<file path="src/rtl/tipclamp_pkg.sv">
`timescale 1ns/1ps
package tipclamp_pkg;

  // Largest count the timer holds (the widest pulse is 48 clocks)
  localparam int MAX_CLKS = 48;
  localparam int CNT_W    = $clog2(MAX_CLKS + 1);
  localparam int CODE_W   = 3;

  typedef enum logic [1:0] {
    PIN_HIZ  = 2'b00,
    PIN_TIP  = 2'b01,
    PIN_PED  = 2'b10,
    PIN_SYNC = 2'b11
  } pin_sel_e;

  // Field positions match the register bit layout
  typedef struct packed {
    pin_sel_e          sel;    // 7:6
    logic [CODE_W-1:0] width;  // 5:3
    logic [CODE_W-1:0] start;  // 2:0
  } clamp_cfg_t;

  typedef enum logic [1:0] {
    TMR_IDLE = 2'b00,
    TMR_WAIT = 2'b01,
    TMR_HOLD = 2'b10
  } tmr_state_e;

  // Start delay: 2*(code+1) clocks
  function automatic logic [CNT_W-1:0] start_clks(input logic [CODE_W-1:0] c);
    return (CNT_W'(c) + CNT_W'(1)) << 1;
  endfunction

  // Width: doubling for codes 0..2, then 8 clocks per step
  function automatic logic [CNT_W-1:0] width_clks(input logic [CODE_W-1:0] c);
    if (c < CODE_W'(3)) return CNT_W'(2) << c;
    else                return (CNT_W'(c) - CNT_W'(1)) << 3;
  endfunction

endpackage

</file>
<file path="src/rtl/tipclamp_cfg.sv">
`timescale 1ns/1ps
module tipclamp_cfg
  import tipclamp_pkg::*;
#(
  parameter int          REG_W   = 8,
  parameter logic [7:0]  RST_VAL = 8'h11
) (
  input  logic             clk,
  input  logic             rst_n,
  input  logic             we,
  input  logic [REG_W-1:0] wdata,
  output clamp_cfg_t       cfg
);

  logic [REG_W-1:0] reg_q;

  always_ff @(posedge clk or negedge rst_n) begin
    if (!rst_n)  reg_q <= REG_W'(RST_VAL);
    else if (we) reg_q <= wdata;
  end

  assign cfg = clamp_cfg_t'(reg_q);

endmodule

</file>
<file path="src/rtl/tipclamp_timer.sv">
`timescale 1ns/1ps
module tipclamp_timer
  import tipclamp_pkg::*;
(
  input  logic              clk,
  input  logic              rst_n,
  input  logic              sync_det,
  input  logic [CODE_W-1:0] start_code,
  input  logic [CODE_W-1:0] width_code,
  output logic              pulse
);

  tmr_state_e       st_q;
  logic [CNT_W-1:0] cnt_q;
  logic [CNT_W-1:0] wid_q;   // width captured at the accepted edge
  logic             sync_q;
  logic             sync_rise;

  assign sync_rise = sync_det & ~sync_q;

  always_ff @(posedge clk or negedge rst_n) begin
    if (!rst_n) sync_q <= 1'b0;
    else        sync_q <= sync_det;
  end

  always_ff @(posedge clk or negedge rst_n) begin
    if (!rst_n) begin
      st_q  <= TMR_IDLE;
      cnt_q <= '0;
      wid_q <= '0;
    end else begin
      unique case (st_q)
        TMR_IDLE: if (sync_rise) begin
          st_q  <= TMR_WAIT;
          cnt_q <= start_clks(start_code) - CNT_W'(1);
          wid_q <= width_clks(width_code);
        end
        TMR_WAIT: if (cnt_q == '0) begin
          st_q  <= TMR_HOLD;
          cnt_q <= wid_q - CNT_W'(1);
        end else begin
          cnt_q <= cnt_q - CNT_W'(1);
        end
        TMR_HOLD: if (cnt_q == '0) begin
          st_q <= TMR_IDLE;
        end else begin
          cnt_q <= cnt_q - CNT_W'(1);
        end
        default: st_q <= TMR_IDLE;
      endcase
    end
  end

  assign pulse = (st_q == TMR_HOLD);

endmodule

</file>
<file path="src/rtl/tipclamp_outmux.sv">
`timescale 1ns/1ps
module tipclamp_outmux
  import tipclamp_pkg::*;
(
  input  pin_sel_e sel,
  input  logic     tip,
  input  logic     ped,
  input  logic     sync,
  output logic     pin_out,
  output logic     pin_oe
);

  always_comb begin
    pin_oe  = 1'b1;
    pin_out = 1'b0;
    unique case (sel)
      PIN_HIZ:  pin_oe  = 1'b0;
      PIN_TIP:  pin_out = tip;
      PIN_PED:  pin_out = ped;
      PIN_SYNC: pin_out = sync;
      default:  pin_oe  = 1'b0;
    endcase
  end

endmodule

</file>
<file path="src/rtl/tipclamp_gen.sv">
`timescale 1ns/1ps
module tipclamp_gen
  import tipclamp_pkg::*;
#(
  parameter int         REG_W   = 8,
  parameter logic [7:0] RST_VAL = 8'h11
) (
  input  logic             clk,
  input  logic             rst_n,
  input  logic             cfg_we,
  input  logic [REG_W-1:0] cfg_wdata,
  output logic [REG_W-1:0] cfg_rdata,
  input  logic             sync_det,
  input  logic             ped_clamp,
  output logic             tip_pulse,
  output logic             pin_out,
  output logic             pin_oe
);

  clamp_cfg_t cfg;

  tipclamp_cfg #(.REG_W(REG_W), .RST_VAL(RST_VAL)) u_cfg (
    .clk   (clk),
    .rst_n (rst_n),
    .we    (cfg_we),
    .wdata (cfg_wdata),
    .cfg   (cfg)
  );

  tipclamp_timer u_tmr (
    .clk        (clk),
    .rst_n      (rst_n),
    .sync_det   (sync_det),
    .start_code (cfg.start),
    .width_code (cfg.width),
    .pulse      (tip_pulse)
  );

  tipclamp_outmux u_mux (
    .sel     (cfg.sel),
    .tip     (tip_pulse),
    .ped     (ped_clamp),
    .sync    (sync_det),
    .pin_out (pin_out),
    .pin_oe  (pin_oe)
  );

  assign cfg_rdata = REG_W'(cfg);

endmodule

</file>
<file path="config.mk">
export PLATFORM = sky130hd
export DESIGN_NAME = tipclamp_gen
export DESIGN_NICKNAME = d
export VERILOG_FILES = /design/src/rtl/tipclamp_pkg.sv /design/src/rtl/tipclamp_cfg.sv /design/src/rtl/tipclamp_timer.sv /design/src/rtl/tipclamp_outmux.sv /design/src/rtl/tipclamp_gen.sv
export SDC_FILE = /design/constraint.sdc
export NUM_CORES = 1
export LEC_CHECK = 0
export BUFFER_PORTS_ARGS = -buffer_cell sky130_fd_sc_hd__buf_2
export CORE_MARGIN = 2
export CORE_UTILIZATION = 40
export CTS_CLUSTER_DIAMETER = 150
export DETAILED_ROUTE_END_ITERATION = 10
export HOLD_SLACK_MARGIN = 0.15
export PLACE_DENSITY = 0.7
export SYNTH_ARGS = -nofsm -noshare
export SYNTH_HDL_FRONTEND = slang
export SYNTH_SLANG_ARGS = --single-unit
</file>
<file path="constraint.sdc">
create_clock -name clk -period 1.7 [get_ports clk]
set_clock_uncertainty 0.05 [all_clocks]
set_input_delay 0.085 -clock clk [delete_from_list [all_inputs] [get_ports clk]]
set_output_delay 0.085 -clock clk [all_outputs]
set_load 0.05 [all_outputs]
</file>
=== Yosys cells after proc, flatten, opt, wreduce, memory -nomap -nowiden ===
Cells that the tools add are included.

* Register bits: 23
* Bits in latches: 0
* RAM bits: 0
* Bits in read-only memories: 0
* Bits of input ports: 13
* Output and inout port bits: 11
* Logic and storage cells: 41
* Memories: 0

* Add/subtract/negate cells: 5
* Multiply operators: 0
* Divide/modulo/power cells: 0
* $lt $le $gt $ge: 1
* Eq/ne operators: 9
* Shifts and indexed selects: 1
* Multiplexer cells: 11
* Bitwise operators: 2
* Reductions and logical operators: 7

{| class="wikitable"
|+ Operator list
! operator !! count
|-
| 2-to-1 mux 6 bit || 4
|-
| case mux 6 bit (3 select lines) || 1
|-
| subtractor 6 x 1 -> 6 bit (second input constant) || 3
|-
| equality test 2 bit (second input constant) || 3
|-
| zero test 6 bit || 1
|-
| 2-to-1 mux 2 bit || 3
|-
| case mux 2 bit (3 select lines) || 1
|-
| AND reduction 3 bit || 2
|-
| left shift 2 x 3 -> 6 bit (first input constant) || 1
|-
| adder 3 x 1 -> 4 bit (second input constant) || 1
|-
| equality test 2 x 1 -> 1 bit (second input constant) || 2
|-
| zero test 2 bit || 2
|-
| inequality test 2 x 1 -> 1 bit (second input constant) || 2
|-
| inequality test 2 bit (second input constant) || 2
|-
| less-than comparator 3 x 2 -> 1 bit (second input constant) || 1
|-
| case mux 1 bit (3 select lines) || 1
|-
| nonzero test 3 bit || 1
|-
| subtractor 3 x 1 -> 3 bit (second input constant) || 1
|-
| AND reduction 2 bit || 1
|-
| AND 1 bit || 1
|-
| 2-to-1 mux 1 bit || 1
|-
| inverter 1 bit || 1
|}

=== Logic depth before layout (Yosys ltp) ===
Gate-level depths: netlist (run 1).

* Depth after elaboration: 4
* Mapped depth: 8
* Depth with buffers taken out: 7

=== By module ===
From an unflattened synthesis (run 1), not the netlist that was laid out.

* Cell total of the unflattened synthesis: 147
* Area, all modules: 1470.2 µm²

{| class="wikitable"
|+ Modules (own cells, without submodules)
! module !! instances !! cells each !! area an instance (µm²)
|-
| tipclamp_timer || 1 || 126 || 1106.1
|-
| tipclamp_cfg || 1 || 17 || 334.1
|-
| tipclamp_outmux || 1 || 4 || 30.0
|}

=== Worst setup path before layout (run 1) ===
OpenSTA, ideal clock, no wires.

* Kind: register to output
* Start point: register u_tmr.st_q[0]
* End point: output pin_out
* Data arrival time: 2.371 ns
* Required time: 1.565 ns
* Slack: -0.806 ns
* Stages on the path, launching flop included: 6
* Cells stage by stage: dfrtp_1 -> inv_1 -> ha_1 -> clkbuf_8 -> nand2_1 -> o21ai_0

* Longest elaborated chain between the ends: 2

{| class="wikitable"
|+ Ends and longest elaborated chain
! item !! RTL line !! RTL
|-
| start, declared || tipclamp_timer.sv:13 || <nowiki>tmr_state_e st_q;</nowiki>
|-
| start signal, assigned || tipclamp_timer.sv:28 || <nowiki>st_q <= TMR_IDLE;</nowiki>
|-
| start signal, assigned || tipclamp_timer.sv:34 || <nowiki>st_q <= TMR_WAIT;</nowiki>
|-
| start signal, assigned || tipclamp_timer.sv:39 || <nowiki>st_q <= TMR_HOLD;</nowiki>
|-
| equality test 2 bit || tipclamp_timer.sv:54 || <nowiki>assign pulse = (st_q == TMR_HOLD);</nowiki>
|-
| net tip_pulse || tipclamp_gen.sv:15 || <nowiki>output logic tip_pulse,</nowiki>
|-
| case mux 1 bit (3 select lines) || tipclamp_outmux.sv:16 || <nowiki>unique case (sel)</nowiki>
|-
| end, declared || tipclamp_gen.sv:16 || <nowiki>output logic pin_out,</nowiki>
|}

The timed path passes the listed nets, and every way through them passes these cells.

=== Final worst setup path (run 1) ===
* Start point: register u_tmr.cnt_q[0]
* End point: register u_tmr.cnt_q[4]

* Longest elaborated chain between the ends: 3
* Elaborated cells between the ends (all ways): 7
* Classes of those cells: 1 x add/sub; 1 x eq/ne; 3 x mux; 2 x reduce/logical

{| class="wikitable"
|+ Ends and longest elaborated chain
! item !! RTL line !! RTL
|-
| start, declared || tipclamp_timer.sv:14 || <nowiki>logic [CNT_W-1:0] cnt_q;</nowiki>
|-
| start signal, assigned || tipclamp_timer.sv:35 || <nowiki>cnt_q <= start_clks(start_code) - CNT_W'(1);</nowiki>
|-
| start signal, assigned || tipclamp_timer.sv:40 || <nowiki>cnt_q <= wid_q - CNT_W'(1);</nowiki>
|-
| start signal, assigned || tipclamp_timer.sv:42 || <nowiki>cnt_q <= cnt_q - CNT_W'(1);</nowiki>
|-
| subtractor 6 x 1 -> 6 bit or zero test 6 bit (tied branches) || -- ||
|-
| 2-to-1 mux 6 bit, or another cell as far along || tipclamp_timer.sv:44 || <nowiki>TMR_HOLD: if (cnt_q == '0) begin</nowiki>
|-
| case mux 6 bit (3 select lines) or AND reduction 3 bit (tied branches) || -- ||
|}

Parallel ways exist; a longest one is shown, timed or not. The select of a mux whose other input is x is not followed.
A chain may end at the register's enable or synchronous reset.

==> metrics.md, run 1 <==
| Metric | Value |
|---|---|
| Most numerous cell in the Yosys netlist | `dfrtp_1` |
| Mapped Nets | `173` |
| EDFF count, synth | `0` |
| CTS Sinks | `22` |
| Antenna Cells | `0` |
| Drt wl/cell | `13.7 um` |
| Core Box Area | `3420 um^2` |
| Hold Slack | `0.197 ns` |
| Num rows | `21` |
| Synth Instances | `147` |
| Critical Setup Path Class | `reg2reg` |
| Post-Route Setup TNS | `0 ns` |
| Die Ht | `64.1 um` |
| Final nets | `229` |
| Final Max Tran Viols | `0` |
| Final GP Congestion | `0.778` |
| Placed Area | `1670 um^2` |
| Share of cells above drive strength 1 | `0.361` |
| Max Clk Rate | `607 MHz` |
| Synth area leaders | `dfrtp_1 35%, ha_1 11%, mux2_2 5.4%, nand2_1 4.2%, o21ai_0 3.8%` |
| H-tree depth | `1` |
| CTS max path bufs | `2` |
| Slew Limit Headroom | `0.671` |
| Status | `finished clean` |
| Boundary Pins | `24` |
| Port Buf Inserts | `23` |
| Final Cell Area | `1970 um^2` |
| Overall Power | `3.01 mW` |
| Cell variety after synth | `43` |
| Final worst slack | `0.0527 ns` |
| Core Util, Final | `0.577` |
| Met2 usage | `0.348` |
| Worst Hold Class | `in2async` |
| Gr busiest metal | `met2` |
| CTS tree | `yes` |
| Die Footprint | `4110 um^2` |
| Grt ovf | `0` |
| Crit path DAT | `1.83 ns` |
| Initial antenna violation count | `0` |
| Slew @ Worst Pin | `0.494 ns` |
| Total CTS buffers | `3` |
| Synth top cells by count | `20 x dfrtp_1, 16 x nand2_1, 13 x ha_1` |
| First-pass GRT wire length | `6070 um` |
| DIE WIDTH | `64.1 um` |
| Mapped Avg Cell Area | `9.84 um^2` |
| Synth area leader | `dfrtp_1` |
| Ys async rst share | `1.00` |
| Initial Util | `0.423` |
| Worst setup SP type | `flip-flop` |
| GRT Overall Usage | `0.186` |
| Post-synth top area share | `0.346` |
| Max_cap viols | `0` |
| Leak pwr | `0.872 nW` |
| Routed WL | `3410 um` |
| Largest net degree at the start of global routing | `23` |
| Drt pass-1 iters | `4` |
| FF+latch count, synth | `22` |
| RSZ-0062 raised after global routing | `yes` |
| Final Critical Period | `1.65 ns` |
| Met3 global-route usage | `0.0176` |
| Via density per instance | `5.11` |
| Final antenna-violating net count | `0` |
| Post-synthesis sequential area ratio | `0.382` |
| Worst-path clk slew | `0.13 ns` |
| Worst VDD drop | `627 uV` |
| Vias | `1268` |
| Worst-path maximum fanout | `3` |
| Post-placement setup slack | `-0.0286 ns` |
| Placed cell count | `220` |
| Residual DRC count | `0` |
| Worst-skew pair later-pin latency | `0.32 ns` |
| Tcrit/Tclk final | `0.969` |
| Crit. End Element | `flip-flop` |
| Cell Pwr Density | `1530 nW/um^2` |
| Worst Path Required | `1.88 ns` |
| Final setup fails | `0` |
| Drt initial violations | `35` |
| Synth Flop Type | `dfrtp_1` |
| Final Hold Viols | `0` |
| Fin cells | `248` |
| Met1 GRT Util | `0.225` |
| Synthesized area | `1450 um^2` |
| Yosys warnings | `0` |
| Vias in the first global route | `1362` |
| Root Buffer | `clkbuf_4` |
| Post-DP HPWL | `2380 um` |
| P&R area growth vs syn | `36.2%` |
[path summary, 6_finish.rpt]
kind                                     start             end  slack, ns  cells past startpoint
max in group asynchronous                rst_n    u_cfg.cfg[0]       1.03                      2
worst min-delay path                     rst_n  u_tmr.cnt_q[0]       0.20                      2
worst max-delay path            u_tmr.cnt_q[0]  u_tmr.cnt_q[4]       0.05                      7
worst min register to register  u_tmr.wid_q[5]  u_tmr.wid_q[5]       0.49                      2
min in group clk                      sync_det    u_tmr.sync_q       0.40                      2
worst max register to register  u_tmr.cnt_q[0]  u_tmr.cnt_q[4]       0.05                      7
[final cells by class]
type	count	area (um^2)
repair buffers	56	409
clock buffers	4	36.3
inverters	11	41.3
multi-input cells	109	873
well taps	46	57.6
fillers	301	1450
flip-flops and latches	22	553
[critical path, cell delays in order (launching register included)]
cell and delay (ns):
dfrtp_1 0.41, inv_2 0.08, buf_4 0.12, ha_1 0.21
nand2_1 0.08, xor2_1 0.15, o221a_2 0.30, o31ai_4 0.16
[flip-flops by register name, summed over array words and instances (netlist names)]
name / cells
u_cfg.cfg: 8
u_tmr.cnt_q: 6
u_tmr.st_q: 2
u_tmr.sync_q: 1
u_tmr.wid_q: 5
[routing by layer]
layer	vias up	share of wire
li1	626	-
met1	616	0.42
met2	21	0.54
met3	5	0.025
met4	0	0.011
met5	-	0
[power breakdown]
part / switching (mW) / leakage (nW) / internal [mW]
registers: 0.184 / 0.268 / 0.688
logic: 0.972 / 0.583 / 0.870
clock network: 0.161 / 0.0210 / 0.131
[layout by cell type, fill, tap and decap left out, types with 2 or more instances in the layout]
cell and n:
ha_2 2, nor2_1 7, nand3_1 3, a21oi_1 9, clkbuf_4 3, dfstp_2 2, xor2_1 3, xnor2_1 6
o21ai_1 3, buf_4 17, ha_1 9, dlygate4sd3_1 16, buf_2 22, mux2_2 7, dfrtp_1 20, inv_1 7
a22o_1 3, ha_4 2, nand2b_1 2, nor3_1 2, nand2_1 16, o21ai_0 10, inv_2 4
[logic make-up after synthesis]
| family | share of synthesized area |
|---|---|
| AND/OR/NAND/NOR | 0.122 |
| XOR/XNOR | 0.0545 |
| buffers and inverters | 0.0606 |
| flip-flops | 0.382 |
| AO/OA/AOI/OAI | 0.214 |
| multiplexers | 0.0545 |
| adder cells (fa/ha/maj) | 0.112 |
[repair_timing]
| action | in CTS | in global routing |
|---|---|---|
| buffers inserted | 5 | 3 |
| endpoints found under the setup margin | 6 | 8 |
| gates resized for setup | 4 | 8 |
| hold buffers | 16 | 0 |
| endpoints found under the hold margin | 31 | 0 |
| pin swaps | 3 | 3 |
(Power assumes the default switching activity.)
==> inputs of run 2 (changes only) <==
--- a/config.mk
+++ b/config.mk
@@ -5,13 +5,14 @@
 export SDC_FILE = /design/constraint.sdc
 export NUM_CORES = 1
 export LEC_CHECK = 0
+export ABC_AREA = 1
 export BUFFER_PORTS_ARGS = -buffer_cell sky130_fd_sc_hd__buf_2
 export CORE_MARGIN = 2
 export CORE_UTILIZATION = 40
 export CTS_CLUSTER_DIAMETER = 150
 export DETAILED_ROUTE_END_ITERATION = 10
 export HOLD_SLACK_MARGIN = 0.15
-export PLACE_DENSITY = 0.7
+export PLACE_DENSITY = 0.68
 export SYNTH_ARGS = -nofsm -noshare
 export SYNTH_HDL_FRONTEND = slang
 export SYNTH_SLANG_ARGS = --single-unit
==> constraint.sdc (replaced) <==
create_clock -name clk -period 2 [get_ports clk]
set_clock_uncertainty 0.05 [all_clocks]
set_input_delay 0.1 -clock clk [delete_from_list [all_inputs] [get_ports clk]]
set_output_delay 0.1 -clock clk [all_outputs]
set_load 0.05 [all_outputs]
==> metrics.md, run 2 <==
| Metric | Value |
|---|---|
| Max Clk Rate | `520 MHz` |
| Drt wl/cell | `11.8 um` |
| Total CTS buffers | `3` |
| DIE WIDTH | `63.8 um` |
| Max_cap viols | `0` |
| Max FFs per register | `8` |
| Worst setup SP type | `primary input` |
| Crit. End Element | `flip-flop` |
| Initial antenna violation count | `0` |
| Worst-skew pair later-pin latency | `0.30 ns` |
| Final setup fails | `0` |
| FF+latch count, synth | `22` |
| Synth area leader | `dfrtp_1` |
| Residual DRC count | `0` |
| First-pass GRT wire length | `5890 um` |
| Core Box Area | `3390 um^2` |
| Drt pass-1 iters | `4` |
| Sequential power share | `0.357` |
| Synth area leaders | `dfrtp_1 35%, ha_1 11%, nand2_1 11%, inv_1 7.6%, o21ai_0 5.6%` |
| Worst Path Required | `2.14 ns` |
| RSZ-0062 raised after global routing | `no` |
| Final Cell Area | `1860 um^2` |
| Via density per instance | `4.73` |
| Hold Path Stages | `2` |
| Cell Pwr Density | `1040 nW/um^2` |
| GRT Overall Usage | `0.183` |
| Worst Hold Class | `in2reg` |
| Final GP Congestion | `0.890` |
| Tcrit/Tclk final | `0.962` |
| Final nets | `259` |
| Final antenna-violating net count | `0` |
| Port Buf Inserts | `23` |
| Antenna Cells | `0` |
| Root Buffer | `clkbuf_4` |
| EDFF count, synth | `0` |
| Final Critical Period | `1.92 ns` |
| CTS resizes | `0` |
| Drt initial violations | `36` |
| Vias in the first global route | `1339` |
| Routed WL | `3270 um` |
| Net Switching | `0.906 mW` |
| Synth Flop Type | `dfrtp_1` |
| Synth top cells by count | `43 x nand2_1, 29 x inv_1, 20 x dfrtp_1` |
| Final Hold Viols | `0` |
| Yosys warnings | `0` |
| Status | `finished clean` |
| Leak pwr | `0.933 nW` |
| Mapped Nets | `210` |
| Initial Util | `0.423` |
| CTS max path bufs | `2` |
| Grt ovf | `0` |
| Most frequent cells in the layout | `43 x nand2_1, 29 x inv_1, 23 x buf_2` |
| Clk pwr share | `0.101` |
| R2R cell count | `9` |
| H-tree depth | `1` |
| Switching share of power | `0.468` |
| Most numerous cell in the Yosys netlist | `nand2_1` |
| Cell variety after synth | `23` |
| Vias | `1309` |
| Logic pwr share | `0.542` |
| Postcts setup bufs | `0` |
| Slew @ Worst Pin | `0.483 ns` |
| Synthesized area | `1430 um^2` |
| Worst-path maximum fanout | `1` |
| Share of cells above drive strength 1 | `0.152` |
| Mapped Avg Cell Area | `7.79 um^2` |
| Post-Route Setup TNS | `0 ns` |
| P&R area growth vs syn | `30.0%` |
| Ys async rst share | `1.00` |
| Placed Area | `1620 um^2` |
| Boundary Pins | `24` |
| Post-synth top area share | `0.349` |
| FILL cells | `300` |
| Synth Instances | `184` |
| Num rows | `21` |
| Die Footprint | `4080 um^2` |
| Commonest non-fill, non-tap cell in the layout | `nand2_1` |
| Worst VDD drop | `569 uV` |
| Cts-stage hold buffer count | `22` |
| Post-synthesis sequential area ratio | `0.386` |
| Worst-path clk slew | `0.12 ns` |
| Post-DP HPWL | `2180 um` |
| Largest net degree at the start of global routing | `23` |
| Crit path DAT | `2.06 ns` |
| Critical Setup Path Class | `in2reg` |
| Final Max Tran Viols | `0` |
| Slew Limit Headroom | `0.678` |
| Die Ht | `63.8 um` |
| CTS tree | `yes` |
| Pint | `1.03 mW` |
| CTS Sinks | `22` |
## run 2: power groups by stage
stage	combinational [mW]	clock [mW]	sequential, mW
floorplan	0.750	0	0.727
global placement	1.01	0	0.697
detailed placement	0.996	0	0.700
CTS	1.04	0.202	0.690
global route	1.21	0.224	0.707
finish	1.05	0.196	0.690
## run 2: worst paths after layout
path / startpoint / endpoint / slack [ns]
hold / removal: cfg_we / u_cfg.cfg[1] / 0.18
setup reg to reg: u_tmr.st_q[0] / u_tmr.cnt_q[4] / 0.38
max in group asynchronous: rst_n / u_cfg.cfg[4] / 1.32
hold reg to reg: u_tmr.cnt_q[0] / u_tmr.cnt_q[0] / 0.48
min in group asynchronous: rst_n / u_cfg.cfg[6] / 0.22
setup / recovery: cfg_wdata[3] / u_cfg.cfg[3] / 0.08
## run 2: logic make-up after synthesis
group                      count (synthesis)  share of synthesized area
buffers and inverters                     31                     0.0812
and+or+nand+nor                           74                      0.227
adders and majority gates                 13                      0.114
AOI/OAI and AO/OA                         36                      0.140
xor gates and xnor gates                   6                     0.0367
muxes                                      2                     0.0157
DFF                                       22                      0.386
## run 2: cell type report
class	instances	area, um^2	share of cell area
clock buffers	3	22.5	0.0121
flip-flops and latches	22	553	0.297
well taps	46	57.6	0.0309
inverters	30	113	0.0604
repair buffers	45	335	0.180
multi-input cells	131	782	0.420
## run 2: worst max-delay path: stages
cell and delay, ns:
dlygate4sd3_1 0.55, buf_2 0.12, nand2_1 0.07, dlygate4sd3_1 0.57, o21ai_0 0.08, dlygate4sd3_1 0.57
## run 2: per-layer routing
metal	routed length [um]	track usage	vias up	share of wire
met3	125	0.0282	4	0.038
met1	1550	0.232	585	0.47
met2	1570	0.322	33	0.48
met4	27	0.0489	0	0.0083
met5	0	0	-	0
li1	-	-	687	-
## run 2: stage by stage
| step | util | cells | hold WS [ns] | worst slack [ns] | total power [mW] |
|---|---|---|---|---|---|
| 2_1_floorplan | - | 184 | -0.246 | 0.0761 | 1.48 |
| 3_3_place_gp | 0.478 | 252 | 0.0399 | 0.425 | 1.70 |
| 3_5_place_dp | 0.478 | 252 | 0.0390 | 0.422 | 1.70 |
| 4_1_cts | 0.550 | 277 | 0.152 | 0.112 | 1.94 |
| 5_1_grt | 0.550 | 277 | 0.188 | 0.0326 | 2.14 |
| 6_report | 0.550 | 277 | 0.177 | 0.0752 | 1.94 |
